[src/rtl/txrst_pkg.sv]
package txrst_pkg;

    typedef enum logic [2:0] {
        ST_IDLE     = 3'd0,
        ST_WAIT_PMA = 3'd1,
        ST_PMA_TIME = 3'd2,
        ST_WAIT_PCS = 3'd3,
        ST_PCS_TIME = 3'd4
    } seq_state_t;

    typedef struct packed {
        logic full;
        logic pma;
        logic pcs;
    } req_t;

    localparam int unsigned NUM_REQ = 3;

    function automatic int unsigned max_u(input int unsigned a, input int unsigned b);
        return (a > b) ? a : b;
    endfunction

    function automatic int unsigned cnt_width(input int unsigned n);
        return (n > 1) ? $clog2(n) : 1;
    endfunction

endpackage

[src/rtl/txrst_fall_det.sv]
module txrst_fall_det #(
    parameter int unsigned N = 3
) (
    input  logic         clk,
    input  logic         rst,
    input  logic [N-1:0] lvl,
    output logic [N-1:0] fall
);
    for (genvar i = 0; i < N; i++) begin : g_bit
        logic prev_q;
        always_ff @(posedge clk) begin
            if (rst) prev_q <= 1'b0;
            else     prev_q <= lvl[i];
        end
        assign fall[i] = prev_q & ~lvl[i];
    end
endmodule

[src/rtl/txrst_timer.sv]
module txrst_timer #(
    parameter int unsigned CW = 4
) (
    input  logic          clk,
    input  logic          rst,
    input  logic          load,
    input  logic [CW-1:0] load_val,
    output logic          zero
);
    logic [CW-1:0] cnt_q;

    always_ff @(posedge clk) begin
        if (rst)                cnt_q <= '0;
        else if (load)          cnt_q <= load_val;
        else if (cnt_q != '0)   cnt_q <= cnt_q - 1'b1;
    end

    assign zero = (cnt_q == '0);

    // a running count steps down by exactly one per cycle
    p_count_step_r5: assert property (@(posedge clk) disable iff (rst)
        (!load && cnt_q != '0) |=> (cnt_q == $past(cnt_q) - 1'b1));

    // a load takes effect on the next cycle
    p_load_r5: assert property (@(posedge clk) disable iff (rst)
        load |=> (cnt_q == $past(load_val)));
endmodule

[src/rtl/txrst_seq.sv]
module txrst_seq
    import txrst_pkg::*;
#(
    parameter int unsigned PMA_CYCLES = 16,
    parameter int unsigned PCS_CYCLES = 8
) (
    input  logic clk,
    input  logic rst,
    input  logic full_req,
    input  logic pma_req,
    input  logic pcs_req,
    input  logic user_rdy,
    output logic pma_rst,
    output logic pcs_rst,
    output logic done
);
    localparam int unsigned MAXC = max_u(PMA_CYCLES, PCS_CYCLES);
    localparam int unsigned CW   = cnt_width(MAXC);
    localparam logic [CW-1:0] PMA_LOAD = CW'(PMA_CYCLES - 1);
    localparam logic [CW-1:0] PCS_LOAD = CW'(PCS_CYCLES - 1);

    seq_state_t    state_q, state_d;
    req_t          lvl, fall;
    logic [NUM_REQ-1:0] fall_vec;
    logic          t_load, t_zero, accept, done_q;
    logic [CW-1:0] t_val;

    assign lvl = '{full: full_req, pma: pma_req, pcs: pcs_req};

    txrst_fall_det #(.N(NUM_REQ)) u_fall (
        .clk  (clk),
        .rst  (rst),
        .lvl  (lvl),
        .fall (fall_vec)
    );
    assign fall = req_t'(fall_vec);

    always_comb begin
        state_d = state_q;
        if (fall.full) begin
            state_d = ST_WAIT_PMA;
        end else begin
            unique case (state_q)
                ST_IDLE: begin
                    if (fall.pma)                   state_d = ST_WAIT_PMA;
                    else if (fall.pcs && user_rdy)  state_d = ST_WAIT_PCS;
                end
                ST_WAIT_PMA: state_d = ST_PMA_TIME;
                ST_PMA_TIME: if (t_zero)   state_d = ST_WAIT_PCS;
                ST_WAIT_PCS: if (user_rdy) state_d = ST_PCS_TIME;
                ST_PCS_TIME: if (t_zero)   state_d = ST_IDLE;
                default:                   state_d = ST_IDLE;
            endcase
        end
    end

    assign t_load = ((state_d == ST_PMA_TIME) && (state_q != ST_PMA_TIME)) ||
                    ((state_d == ST_PCS_TIME) && (state_q != ST_PCS_TIME));
    assign t_val  = (state_d == ST_PMA_TIME) ? PMA_LOAD : PCS_LOAD;

    txrst_timer #(.CW(CW)) u_timer (
        .clk      (clk),
        .rst      (rst),
        .load     (t_load),
        .load_val (t_val),
        .zero     (t_zero)
    );

    assign accept = fall.full || ((state_q == ST_IDLE) && (state_d != ST_IDLE));

    always_ff @(posedge clk) begin
        if (rst) begin
            state_q <= ST_IDLE;
            done_q  <= 1'b0;
        end else begin
            state_q <= state_d;
            if (accept)
                done_q <= 1'b0;
            else if ((state_q == ST_PCS_TIME) && (state_d == ST_IDLE))
                done_q <= 1'b1;
        end
    end

    assign pma_rst = (state_q == ST_WAIT_PMA) || (state_q == ST_PMA_TIME);
    assign pcs_rst = (state_q != ST_IDLE);
    assign done    = done_q;

    // the PCS layer is held in reset throughout the PMA phase
    p_pcs_covers_pma_r2: assert property (@(posedge clk) disable iff (rst)
        pma_rst |-> pcs_rst);

    // when the PMA phase ends, the PCS phase follows with no new request
    p_pcs_handoff_r3: assert property (@(posedge clk) disable iff (rst)
        $fell(pma_rst) |-> (pcs_rst && !done));

    // stall in the PCS wait state while user-ready is low
    p_stall_r4: assert property (@(posedge clk) disable iff (rst)
        (state_q == ST_WAIT_PCS && !user_rdy && !fall.full) |=> (state_q == ST_WAIT_PCS));

    // a PCS-only request is dropped when user-ready is low
    p_pcs_gate_r7: assert property (@(posedge clk) disable iff (rst)
        (state_q == ST_IDLE && fall.pcs && !user_rdy && !fall.full && !fall.pma)
        |=> (state_q == ST_IDLE));

    // done rises only as the PCS timed part completes
    p_done_rise_r8: assert property (@(posedge clk) disable iff (rst)
        $rose(done) |-> $past(state_q == ST_PCS_TIME));

    // done is never high while any layer is in reset
    p_done_quiet_r8: assert property (@(posedge clk) disable iff (rst)
        done |-> !pcs_rst);

    // a full request always restarts from the PMA wait state
    p_restart_r10: assert property (@(posedge clk) disable iff (rst)
        fall.full |=> (state_q == ST_WAIT_PMA && !done));
endmodule

[config.mk]
export PLATFORM = sky130hd
export DESIGN_NAME = txrst_seq
export DESIGN_NICKNAME = d
export VERILOG_FILES = /design/src/rtl/txrst_pkg.sv /design/src/rtl/txrst_fall_det.sv /design/src/rtl/txrst_timer.sv /design/src/rtl/txrst_seq.sv
export SDC_FILE = /design/constraint.sdc
export NUM_CORES = 1
export LEC_CHECK = 0
export ABC_AREA = 0
export ABC_CLOCK_PERIOD_IN_PS = 2200
export BUFFER_PORTS_ARGS = -buffer_cell sky130_fd_sc_hd__clkbuf_2
export CAP_MARGIN = 10
export CORE_MARGIN = 2
export CORE_UTILIZATION = 30
export DETAILED_ROUTE_END_ITERATION = 10
export GPL_TIMING_DRIVEN = 0
export SYNTH_ARGS = -nofsm -noshare
export SYNTH_HDL_FRONTEND = slang
export SYNTH_SLANG_ARGS = --single-unit
[constraint.sdc]
create_clock -name clk -period 2.2 [get_ports clk]
set_input_delay 0 -clock clk [delete_from_list [all_inputs] [get_ports clk]]
set_output_delay 0 -clock clk [all_outputs]
set_load 0.01 [all_outputs]
==> results of run 1 <==
==> flip-flops by register name, summed over array words and instances (netlist names) <==
| name | flops |
|---|---|
| done | 1 |
| state_q | 3 |
| u_fall.g_bit.prev_q | 3 |
| u_timer.cnt_q | 4 |
==> cell type report <==
| type | count | area, um2 |
|---|---|---|
| Multi-Input combinational cell | 45 | 370 |
| Sequential cell | 11 | 220 |
| Tap cell | 27 | 33.8 |
| Clock buffer | 4 | 26.3 |
| Inverter | 3 | 11.3 |
| Timing Repair Buffer | 10 | 65.1 |
| Fill cell | 221 | 1210 |
| Buffer | 3 | 26.3 |
==> worst max-delay path, cell delays in order (launching register included) <==
cell                        delay (ps)
sky130_fd_sc_hd__dfxtp_1           330
sky130_fd_sc_hd__inv_1              60
sky130_fd_sc_hd__ha_1              190
sky130_fd_sc_hd__or3b_4            440
sky130_fd_sc_hd__a21oi_4           140
sky130_fd_sc_hd__o2bb2ai_1         100
sky130_fd_sc_hd__o31ai_2           210
==> logic make-up after synthesis <==
logic type | count (synthesis) | share of synthesized area
AO/OA/AOI/OAI | 15 | 0.241
XOR/XNOR | 2 | 0.0279
adder cells (fa/ha/maj) | 1 | 0.0199
buffers and inverters | 6 | 0.0598
flip-flops | 11 | 0.351
multiplexers | 1 | 0.0179
AND/OR/NAND/NOR | 26 | 0.283
==> worst min-delay path by stage <==
stage | start | to | cells past startpoint
after floorplan | pcs_req | u_fall.g_bit[0].prev_q$_SDFF_PP0_ | 1
after detailed placement | pcs_req | u_fall.g_bit[0].prev_q$_SDFF_PP0_ | 2
final | rst | u_fall.g_bit[0].prev_q$_SDFF_PP0_ | 2
after CTS | rst | u_fall.g_bit[0].prev_q$_SDFF_PP0_ | 2
after global routing | rst | u_fall.g_bit[0].prev_q$_SDFF_PP0_ | 2
after global placement | pcs_req | u_fall.g_bit[0].prev_q$_SDFF_PP0_ | 2
==> through the flow <==
step / power, mW / setup WS, ps / hold WS [ps] / cell area [um2] / utilization
after detailed placement: 0.546 / 648 / 233 / 697 / 0.355
after global placement: 0.538 / 683 / 235 / 697 / 0.355
after CTS: 0.695 / 630 / 108 / 753 / 0.384
after global routing: 0.745 / 529 / 132 / 753 / 0.384
final: 0.686 / 649 / 112 / 753 / 0.384
after floorplan: 0.494 / 765 / 128 / 628 / -
==> timing repair <==
action,CTS,global route
hold endpoints to repair,3,0
hold buffers,3,0
resized for setup,0,0
buffers inserted,0,0
==> layout by cell type (no fill, tap or decap), types with 2 or more instances in the layout <==
cell	netlist	final
sky130_fd_sc_hd__nor2b_1	4	4
sky130_fd_sc_hd__clkbuf_2	0	7
sky130_fd_sc_hd__nand2b_1	2	2
sky130_fd_sc_hd__or3_1	2	2
sky130_fd_sc_hd__dlygate4sd3_1	0	3
sky130_fd_sc_hd__nor3_1	2	2
sky130_fd_sc_hd__a31oi_1	3	3
sky130_fd_sc_hd__inv_1	3	3
sky130_fd_sc_hd__clkbuf_4	0	3
sky130_fd_sc_hd__buf_6	2	2
sky130_fd_sc_hd__xnor2_1	2	2
sky130_fd_sc_hd__nor2_1	2	2
sky130_fd_sc_hd__dfxtp_1	11	11
sky130_fd_sc_hd__clkbuf_1	1	2
sky130_fd_sc_hd__nand2_1	4	4
==> power groups by stage <==
stage | Clock (mW) | Sequential (mW) | Combinational, mW
after floorplan | 0 | 0.264 | 0.231
after global placement | 0 | 0.268 | 0.270
after detailed placement | 0 | 0.270 | 0.276
after CTS | 0.147 | 0.266 | 0.282
after global routing | 0.157 | 0.272 | 0.317
final | 0.141 | 0.265 | 0.279
==> layer usage <==
layer / track usage / vias to the layer above / wire length [um]
met5: 0 / - / 0
met4: 0.0926 / 0 / 45
met3: 0.0212 / 5 / 38
met2: 0.171 / 9 / 539
met1: 0.123 / 224 / 546
li1: - / 254 / -
==> impl_results.rst, run 1 <==
.. list-table::
   :header-rows: 1

   * - Metric
     - Value
   * - Result of the run
     - completed
   * - Number of buffers inserted by port buffering
     - 7
   * - Pre-antenna DRT Iters
     - 4
   * - Cell Area, Synth
     - 628 um2
   * - Synth top cells by count
     - 11 x sky130_fd_sc_hd__dfxtp_1, 4 x sky130_fd_sc_hd__nand2_1, 4 x sky130_fd_sc_hd__nor2b_1
   * - Largest clock skew in the final design
     - 3.84 ps
   * - Cell leakage power
     - around 0.30 nW
   * - Critical R2R Launch
     - u_timer.cnt_q[0]$_SDFFE_PP0P_
   * - Combinational share of power
     - 0.407
   * - Sequential element share of the synthesized area
     - 0.351
   * - Final period util
     - 0.705
   * - Count of mapped cells out of synthesis
     - 62
   * - Number of cells on the worst reg-to-reg path
     - 6
   * - Register-to-register path setup slack
     - between 600 and 700 ps
   * - Warnings, synthesis
     - 0
   * - Most used flip-flop cell after synthesis
     - sky130_fd_sc_hd__dfxtp_1
   * - Top-count cell post-synth
     - sky130_fd_sc_hd__dfxtp_1
   * - Number of synthesized register bits
     - 11
   * - Mean instance size in the synthesized netlist
     - between 10 and 15 um2
   * - Grt ovf
     - 0
   * - Area overhead of the layout relative to synthesis
     - 19.9%
   * - Clock buffers created by TritonCTS
     - 3
   * - Post-route insts no fill
     - ~100
   * - Worst-Margin Slew
     - about 430 ps
   * - Share of async-settable or async-resettable flops after synthesis
     - 0
   * - Setup violators final
     - 0
   * - Hold Fails Final Rpt
     - 0
   * - Peak supply drop
     - 0.288 mV
   * - Total instance count after detailed placement
     - between 90 and 100
   * - Master cell of the clock root buffer
     - sky130_fd_sc_hd__clkbuf_4
   * - Share of final-layout standard cells stronger than drive strength 1
     - 0.329
   * - Data required time at the worst endpoint
     - 2390 ps
   * - Capture point of the worst reg-to-reg path
     - done$_SDFFE_PP0P_
   * - Arr. time, crit path
     - 1740 ps
   * - Worst setup path endpoint
     - done$_SDFFE_PP0P_
   * - Area share of the largest cell type after synthesis
     - 0.351
   * - Number of max-cap violations
     - 0
   * - Cell area power density
     - about 900 nW/um2
   * - Floorplan Core Area
     - 1960 um2
   * - Class of the tightest hold or removal check
     - input port to flip-flop
   * - Dpl hpwl
     - 862 um
   * - Area of the die
     - 2480 um2
   * - Startpoint kind of the worst setup timing path
     - flip-flop
   * - Clock input transition at the sequential cells of the worst setup and hold paths
     - roughly 70 ps
   * - Total number of vias
     - 492
   * - Die Height
     - around 50 um
   * - Detailed-route DRC error count
     - 0
   * - Clock insertion delay at the later pin of the skew report
     - 270 ps
   * - Count of flip-flops with a built-in enable after synthesis
     - 0
   * - Net count after synthesis
     - between 60 and 70
   * - H-tree Lvls
     - 1
   * - Wirelength per Cell
     - 11.3 um
   * - # IOs
     - 9
   * - Final Wtd Congestion
     - 0.730
   * - Clock tree from TritonCTS
     - built
   * - Number of sinks driven by the clock tree
     - 11
   * - Wire length of the first global-routing pass
     - 2010 um
   * - CP endpoint kind
     - flip-flop
   * - Max-slew headroom at the worst pin
     - 0.712
   * - Share of total power in sequential cells
     - 0.387
   * - Post-route minimum period
     - 1550 ps
   * - Detail Route Antenna Nets
     - 0
   * - Initial antenna violation count
     - 0
   * - Combined global-route utilization of all metal layers
     - 0.108
   * - Crit path max fanout
     - 5
   * - Starting utilization of the core area
     - 0.320
   * - Crit path launch
     - u_timer.cnt_q[0]$_SDFFE_PP0P_
   * - Total inserted antenna cells
     - 0
   * - Net switching power of the design
     - ~0.23 mW
   * - Peak clock frequency supported by timing
     - 645 MHz
   * - Iteration-0 DRC Markers
     - 11
   * - Number of global-route vias before repair
     - 482
   * - Number of distinct library cells after synthesis
     - 36
   * - Largest area contributor in the netlist
     - sky130_fd_sc_hd__dfxtp_1
   * - Largest net degree at the start of global routing
     - 10
   * - Vias per Instance
     - roughly 4.8
   * - Dominant cells by area after synthesis
     - sky130_fd_sc_hd__dfxtp_1 35%, sky130_fd_sc_hd__nor2b_1 4.0%, sky130_fd_sc_hd__buf_6 3.6%, sky130_fd_sc_hd__o31ai_4 3.4%, sky130_fd_sc_hd__a31oi_1 3.0%
   * - Final WL
     - 1170 um
   * - Std-Cell Rows
     - 16
   * - Number of pins with negative max-slew slack in the final report
     - 0
   * - Power share of the clock group
     - 0.206
   * - Critical path class
     - flip-flop to flip-flop
   * - Unrepaired setup endpoints after global routing
     - no
   * - Die boundary width
     - 49.8 um
   * - Final-layout setup total negative slack
     - 0 ps
   * - Max Buffers Root-to-Sink
     - 2
   * - Post-layout net count
     - 84
   * - Cell internal pwr
     - approximately 0.45 mW
   * - Proportion of total power due to net switching
     - 0.342
Note: power is estimated with default switching activity, not from simulation.
==> run 2: changes to the inputs <==
Settings changed: ABC_AREA 0 to 1, ABC_CLOCK_PERIOD_IN_PS 2200 to 1400.
Clock period 2.2 ns to 1.4 ns, I/O delays scaled along.
==> run 2 against run 1 <==
Fmax rose by 13%. Wire length is 12% higher. Clock skew is 0.87 ps lower. First-iteration DRC count down 36%. Utilization increased by 5.9 points. Register-to-register slack got worse by 620 ps. Area after synthesis is 1.6% higher. Die area up 1.5%. Worst setup slack worse by 620 ps. Largest cell class unchanged. Largest power group unchanged.
==> impl_results.rst, run 2 <==
.. list-table::
   :header-rows: 1

   * - Metric
     - Value
   * - Result of the run
     - completed (unchanged)
   * - Sequential element share of the synthesized area
     - 0.345 (was 0.351)
   * - Power consumption
     - 1.37 mW (was 0.686 mW)
   * - Most used flip-flop cell after synthesis
     - sky130_fd_sc_hd__dfxtp_1 (unchanged)
   * - Class of the tightest hold or removal check
     - input port to flip-flop (unchanged)
   * - Floorplan Core Area
     - 1980 um2 (was 1960 um2)
   * - Hold path depth
     - 4 (was 2)
   * - Largest clock skew in the final design
     - 2.98 ps (was 3.84 ps)
   * - Synth top cells by count
     - 15 x sky130_fd_sc_hd__nand2_1, 13 x sky130_fd_sc_hd__inv_1, 13 x sky130_fd_sc_hd__nor2_1 (was 11 x sky130_fd_sc_hd__dfxtp_1, 4 x sky130_fd_sc_hd__nand2_1, 4 x sky130_fd_sc_hd__nor2b_1)
   * - Combined global-route utilization of all metal layers
     - 0.131 (was 0.108)
   * - Clock input transition at the sequential cells of the worst setup and hold paths
     - 70 ps (about the same)
   * - Share of async-settable or async-resettable flops after synthesis
     - 0 (unchanged)
   * - Peak supply drop
     - 0.603 mV (was 0.288 mV)
   * - Cell Area, Synth
     - 638 um2 (was 628 um2)
   * - Worst hold-check slack
     - 225 ps (was 112 ps)
   * - Unrepaired setup endpoints after global routing
     - yes (was no)
   * - Top-count cell post-synth
     - sky130_fd_sc_hd__nand2_1 (was sky130_fd_sc_hd__dfxtp_1)
   * - Delay of the slowest critical-path stage
     - 330 ps (was 440 ps)
   * - Count of mapped cells out of synthesis
     - 89 (was 62)
   * - Std-Cell Rows
     - 16 (unchanged)
   * - Critical path class
     - flip-flop to flip-flop (unchanged)
   * - Worst hold endpoint
     - state_q[2]$_SDFF_PP0_ (was u_fall.g_bit[0].prev_q$_SDFF_PP0_)
   * - Number of global-route vias before repair
     - 627 (was 482)
   * - Crit path max fanout
     - 5 (unchanged)
   * - Number of pins with negative max-slew slack in the final report
     - 0 (unchanged)
   * - Detailed-route DRC error count
     - 0 (unchanged)
   * - Wire length of the first global-routing pass
     - 2440 um (was 2010 um)
   * - Die Height
     - 50.1 um (was 49.8 um)
   * - Register with the most flip-flops
     - u_timer.cnt_q (unchanged)
   * - Wirelength per Cell
     - 9.39 um (was 11.3 um)
   * - H-tree Lvls
     - 1 (unchanged)
   * - Number of synthesized register bits
     - 11 (unchanged)
   * - Final WL
     - 1320 um (was 1170 um)
   * - Critical R2R Launch
     - u_timer.cnt_q[0]$_SDFFE_PP0P_ (unchanged)
   * - Area share of the largest cell type after synthesis
     - 0.345 (was 0.351)
   * - Clock insertion delay at the later pin of the skew report
     - 270 ps (about the same)
   * - Initial antenna violation count
     - 0 (unchanged)
   * - Post-route insts no fill
     - 140 (was 103)
   * - Final-layout setup total negative slack
     - 0 ps (unchanged)
   * - Number of cells on the worst reg-to-reg path
     - 11 (was 6)
   * - Cells along the critical path
     - inv_2 -> ha_4 -> nand2_4 -> nor2_4 -> nor2_2 -> a21oi_2 -> nor2_4 -> nand2_4 -> nand2_2 -> o21ai_1 -> inv_1 (was inv_1 -> ha_1 -> or3b_4 -> a21oi_4 -> o2bb2ai_1 -> o31ai_2)
   * - CP endpoint kind
     - flip-flop (unchanged)
   * - Dominant cells by area after synthesis
     - sky130_fd_sc_hd__dfxtp_1 35%, sky130_fd_sc_hd__nand2_1 8.8%, sky130_fd_sc_hd__nand2_2 7.8%, sky130_fd_sc_hd__inv_1 7.6%, sky130_fd_sc_hd__nor2_1 7.6% (was sky130_fd_sc_hd__dfxtp_1 35%, sky130_fd_sc_hd__nor2b_1 4.0%, sky130_fd_sc_hd__buf_6 3.6%, sky130_fd_sc_hd__o31ai_4 3.4%, sky130_fd_sc_hd__a31oi_1 3.0%)
   * - Cell leakage power
     - 0.448 nW (was 0.297 nW)
   * - Iteration-0 DRC Markers
     - 7 (was 11)
   * - Final period util
     - 0.977 (was 0.705)
   * - Data required time at the worst endpoint
     - 1570 ps (was 2390 ps)
   * - Number of sinks driven by the clock tree
     - 11 (unchanged)
   * - Count of flip-flops with a built-in enable after synthesis
     - 0 (unchanged)
   * - Largest net degree at the start of global routing
     - 7 (was 10)
   * - Clock tree from TritonCTS
     - built (unchanged)
   * - Capture point of the worst reg-to-reg path
     - u_timer.cnt_q[1]$_SDFFE_PP0P_ (was done$_SDFFE_PP0P_)
   * - Grt ovf
     - 0 (unchanged)
   * - Number of max-cap violations
     - 0 (unchanged)
   * - Hold Fails Final Rpt
     - 0 (unchanged)
   * - Number of flip-flops under the largest register name
     - 4 (unchanged)
   * - Register-to-register path setup slack
     - 30 ps (was 650 ps)
   * - Arr. time, crit path
     - 1540 ps (was 1740 ps)
   * - Net count after synthesis
     - 96 (was 69)
   * - Final Wtd Congestion
     - 0.733 (was 0.730)
   * - Dpl hpwl
     - 969 um (was 862 um)
   * - Crit path max-delay cell type
     - sky130_fd_sc_hd__dfxtp_2 (was sky130_fd_sc_hd__or3b_4)
   * - Biggest registers after layout
     - u_timer.cnt_q: 4 flops, state_q: 3 flops, u_fall.g_bit.prev_q: 3 flops (unchanged)
   * - Hold_sp
     - user_rdy (was rst)
   * - Most common cell after layout, fill and taps aside
     - sky130_fd_sc_hd__nand2_1 (was sky130_fd_sc_hd__dfxtp_1)
   * - Max Buffers Root-to-Sink
     - 2 (unchanged)
   * - Mean instance size in the synthesized netlist
     - 7.17 um2 (was 10.1 um2)
   * - Clock buffers created by TritonCTS
     - 3 (unchanged)
   * - Detail Route Antenna Nets
     - 0 (unchanged)
   * - Area of the die
     - 2510 um2 (was 2480 um2)
   * - Post-route minimum period
     - 1370 ps (was 1550 ps)
   * - Total inserted antenna cells
     - 0 (unchanged)
   * - Area overhead of the layout relative to synthesis
     - 37.6% (was 19.9%)
   * - Final-layout fill cell count
     - 204 (was 221)
   * - Starting utilization of the core area
     - 0.322 (was 0.320)
   * - Die boundary width
     - 50.1 um (was 49.8 um)
   * - Setup violators final
     - 0 (unchanged)
   * - Share of final-layout standard cells stronger than drive strength 1
     - 0.381 (was 0.329)
   * - Pre-antenna DRT Iters
     - 2 (was 4)
   * - Largest area contributor in the netlist
     - sky130_fd_sc_hd__dfxtp_1 (unchanged)
   * - Max-slew headroom at the worst pin
     - 0.863 (was 0.712)
   * - Cell area power density
     - 1560 nW/um2 (was 910 nW/um2)
   * - Most frequent cells in the layout
     - 15 x sky130_fd_sc_hd__nand2_1, 11 x sky130_fd_sc_hd__inv_1, 10 x sky130_fd_sc_hd__nor2_1 (was 11 x sky130_fd_sc_hd__dfxtp_1, 7 x sky130_fd_sc_hd__clkbuf_2, 4 x sky130_fd_sc_hd__nand2_1, 4 x sky130_fd_sc_hd__nor2b_1)
   * - Number of buffers inserted by port buffering
     - 8 (was 7)
   * - Master cell of the clock root buffer
     - sky130_fd_sc_hd__clkbuf_4 (unchanged)
   * - Total instance count after detailed placement
     - 124 (was 96)
   * - Peak clock frequency supported by timing
     - 731 MHz (was 645 MHz)
   * - Total number of vias
     - 602 (was 492)
   * - Number of distinct library cells after synthesis
     - 21 (was 36)
   * - Worst-Margin Slew
     - 205 ps (was 432 ps)
   * - # IOs
     - 9 (unchanged)
   * - Post-layout net count
     - 121 (was 84)
   * - Startpoint kind of the worst setup timing path
     - flip-flop (unchanged)
   * - Warnings, synthesis
     - 0 (unchanged)
   * - Vias per Instance
     - 4.30 (was 4.78)
-- run 2: changes by cell type in the layout (fill, tap and decap cells not counted), moves of 3 or more --
cell                            change
sky130_fd_sc_hd__buf_4              +5
sky130_fd_sc_hd__nor2_2             +5
sky130_fd_sc_hd__nand2_2            +6
sky130_fd_sc_hd__nand2_1           +11
sky130_fd_sc_hd__inv_2              +5
sky130_fd_sc_hd__nor2b_1            -4
sky130_fd_sc_hd__inv_1              +8
sky130_fd_sc_hd__xor2_1             +3
sky130_fd_sc_hd__nor2_1             +8
sky130_fd_sc_hd__nand3_1            +4
sky130_fd_sc_hd__nor2_4             +3
sky130_fd_sc_hd__dlygate4sd3_1      +4
sky130_fd_sc_hd__a31oi_1            -3
-- run 2: critical path, delay by kind of cell, from the launching register on --
family / cells / cell delay [ps]
flip-flops: 1 / 330
buffers and inverters: 2 / 110
AO/OA/AOI/OAI: 2 / 290
AND/OR/NAND/NOR: 6 / 380
adder cells (fa/ha/maj): 1 / 140
-- run 2: cell families (layout without fill, tap and decap cells) --
kind of cell / count (synthesis) / count (layout) / synth area share
AO/OA/AOI/OAI: 6 / 6 / 0.0569
buffers and inverters: 16 / 40 / 0.0941
XOR/XNOR: 3 / 3 / 0.0412
flip-flops: 11 / 11 / 0.345
AND/OR/NAND/NOR: 52 / 52 / 0.443
adder cells (fa/ha/maj): 1 / 1 / 0.0196
-- run 2: area by class of cell --
| class | instances | area (um2) | share of cell area |
|---|---|---|---|
| clock buffers | 4 | 26.3 | 0.0299 |
| flip-flops and latches | 11 | 223 | 0.254 |
| well taps | 27 | 33.8 | 0.0385 |
| multi-input cells | 62 | 388 | 0.442 |
| inverters | 16 | 60.1 | 0.0684 |
| repair buffers | 20 | 148 | 0.168 |
-- run 2: worst max-delay path by stage --
stage                                  start                       endpoint  slack [ps]  depth (start not counted)
6_report       u_timer.cnt_q[0]$_SDFFE_PP0P_  u_timer.cnt_q[1]$_SDFFE_PP0P_          30                         11
5_1_grt        u_timer.cnt_q[0]$_SDFFE_PP0P_  u_timer.cnt_q[1]$_SDFFE_PP0P_         -70                         11
4_1_cts        u_timer.cnt_q[1]$_SDFFE_PP0P_  u_timer.cnt_q[1]$_SDFFE_PP0P_         -20                         11
3_5_place_dp   u_timer.cnt_q[0]$_SDFFE_PP0P_  u_timer.cnt_q[1]$_SDFFE_PP0P_        -160                         11
3_3_place_gp   u_timer.cnt_q[0]$_SDFFE_PP0P_  u_timer.cnt_q[1]$_SDFFE_PP0P_        -150                         11
2_1_floorplan  u_timer.cnt_q[0]$_SDFFE_PP0P_  u_timer.cnt_q[1]$_SDFFE_PP0P_         -20                         11
-- run 2: stage by stage --
step / setup WS (ps) / cell area [um2] / utilization
after floorplan: -15.5 / 641 / -
after global placement: -153 / 714 / 0.360
after detailed placement: -163 / 714 / 0.360
after CTS: -19.2 / 868 / 0.438
after global routing: -74.7 / 878 / 0.443
final: 32.5 / 878 / 0.443
-- run 2: repair_timing --
| item | 4_1_cts | 5_1_grt |
|---|---|---|
| resized for setup | 7 | 3 |
| endpoints found under the hold margin | 5 | 0 |
| pin swaps | 5 | 6 |
| hold buffers | 7 | 0 |
| setup endpoints to repair | 5 | 5 |
| buffers inserted | 5 | 0 |
-- run 2: per-layer routing --
| metal | global-route usage | wire, um | share of wire |
|---|---|---|---|
| met1 | 0.146 | 582 | 0.44 |
| met2 | 0.221 | 660 | 0.50 |
| met3 | 0.00909 | 20 | 0.015 |
| met4 | 0.111 | 52 | 0.040 |
| met5 | 0 | 0 | 0 |
-- run 2: power by group --
group / internal, mW / switching (mW)
Sequential: 0.383 / 0.0520
Clock: 0.111 / 0.107
Combinational: 0.340 / 0.374
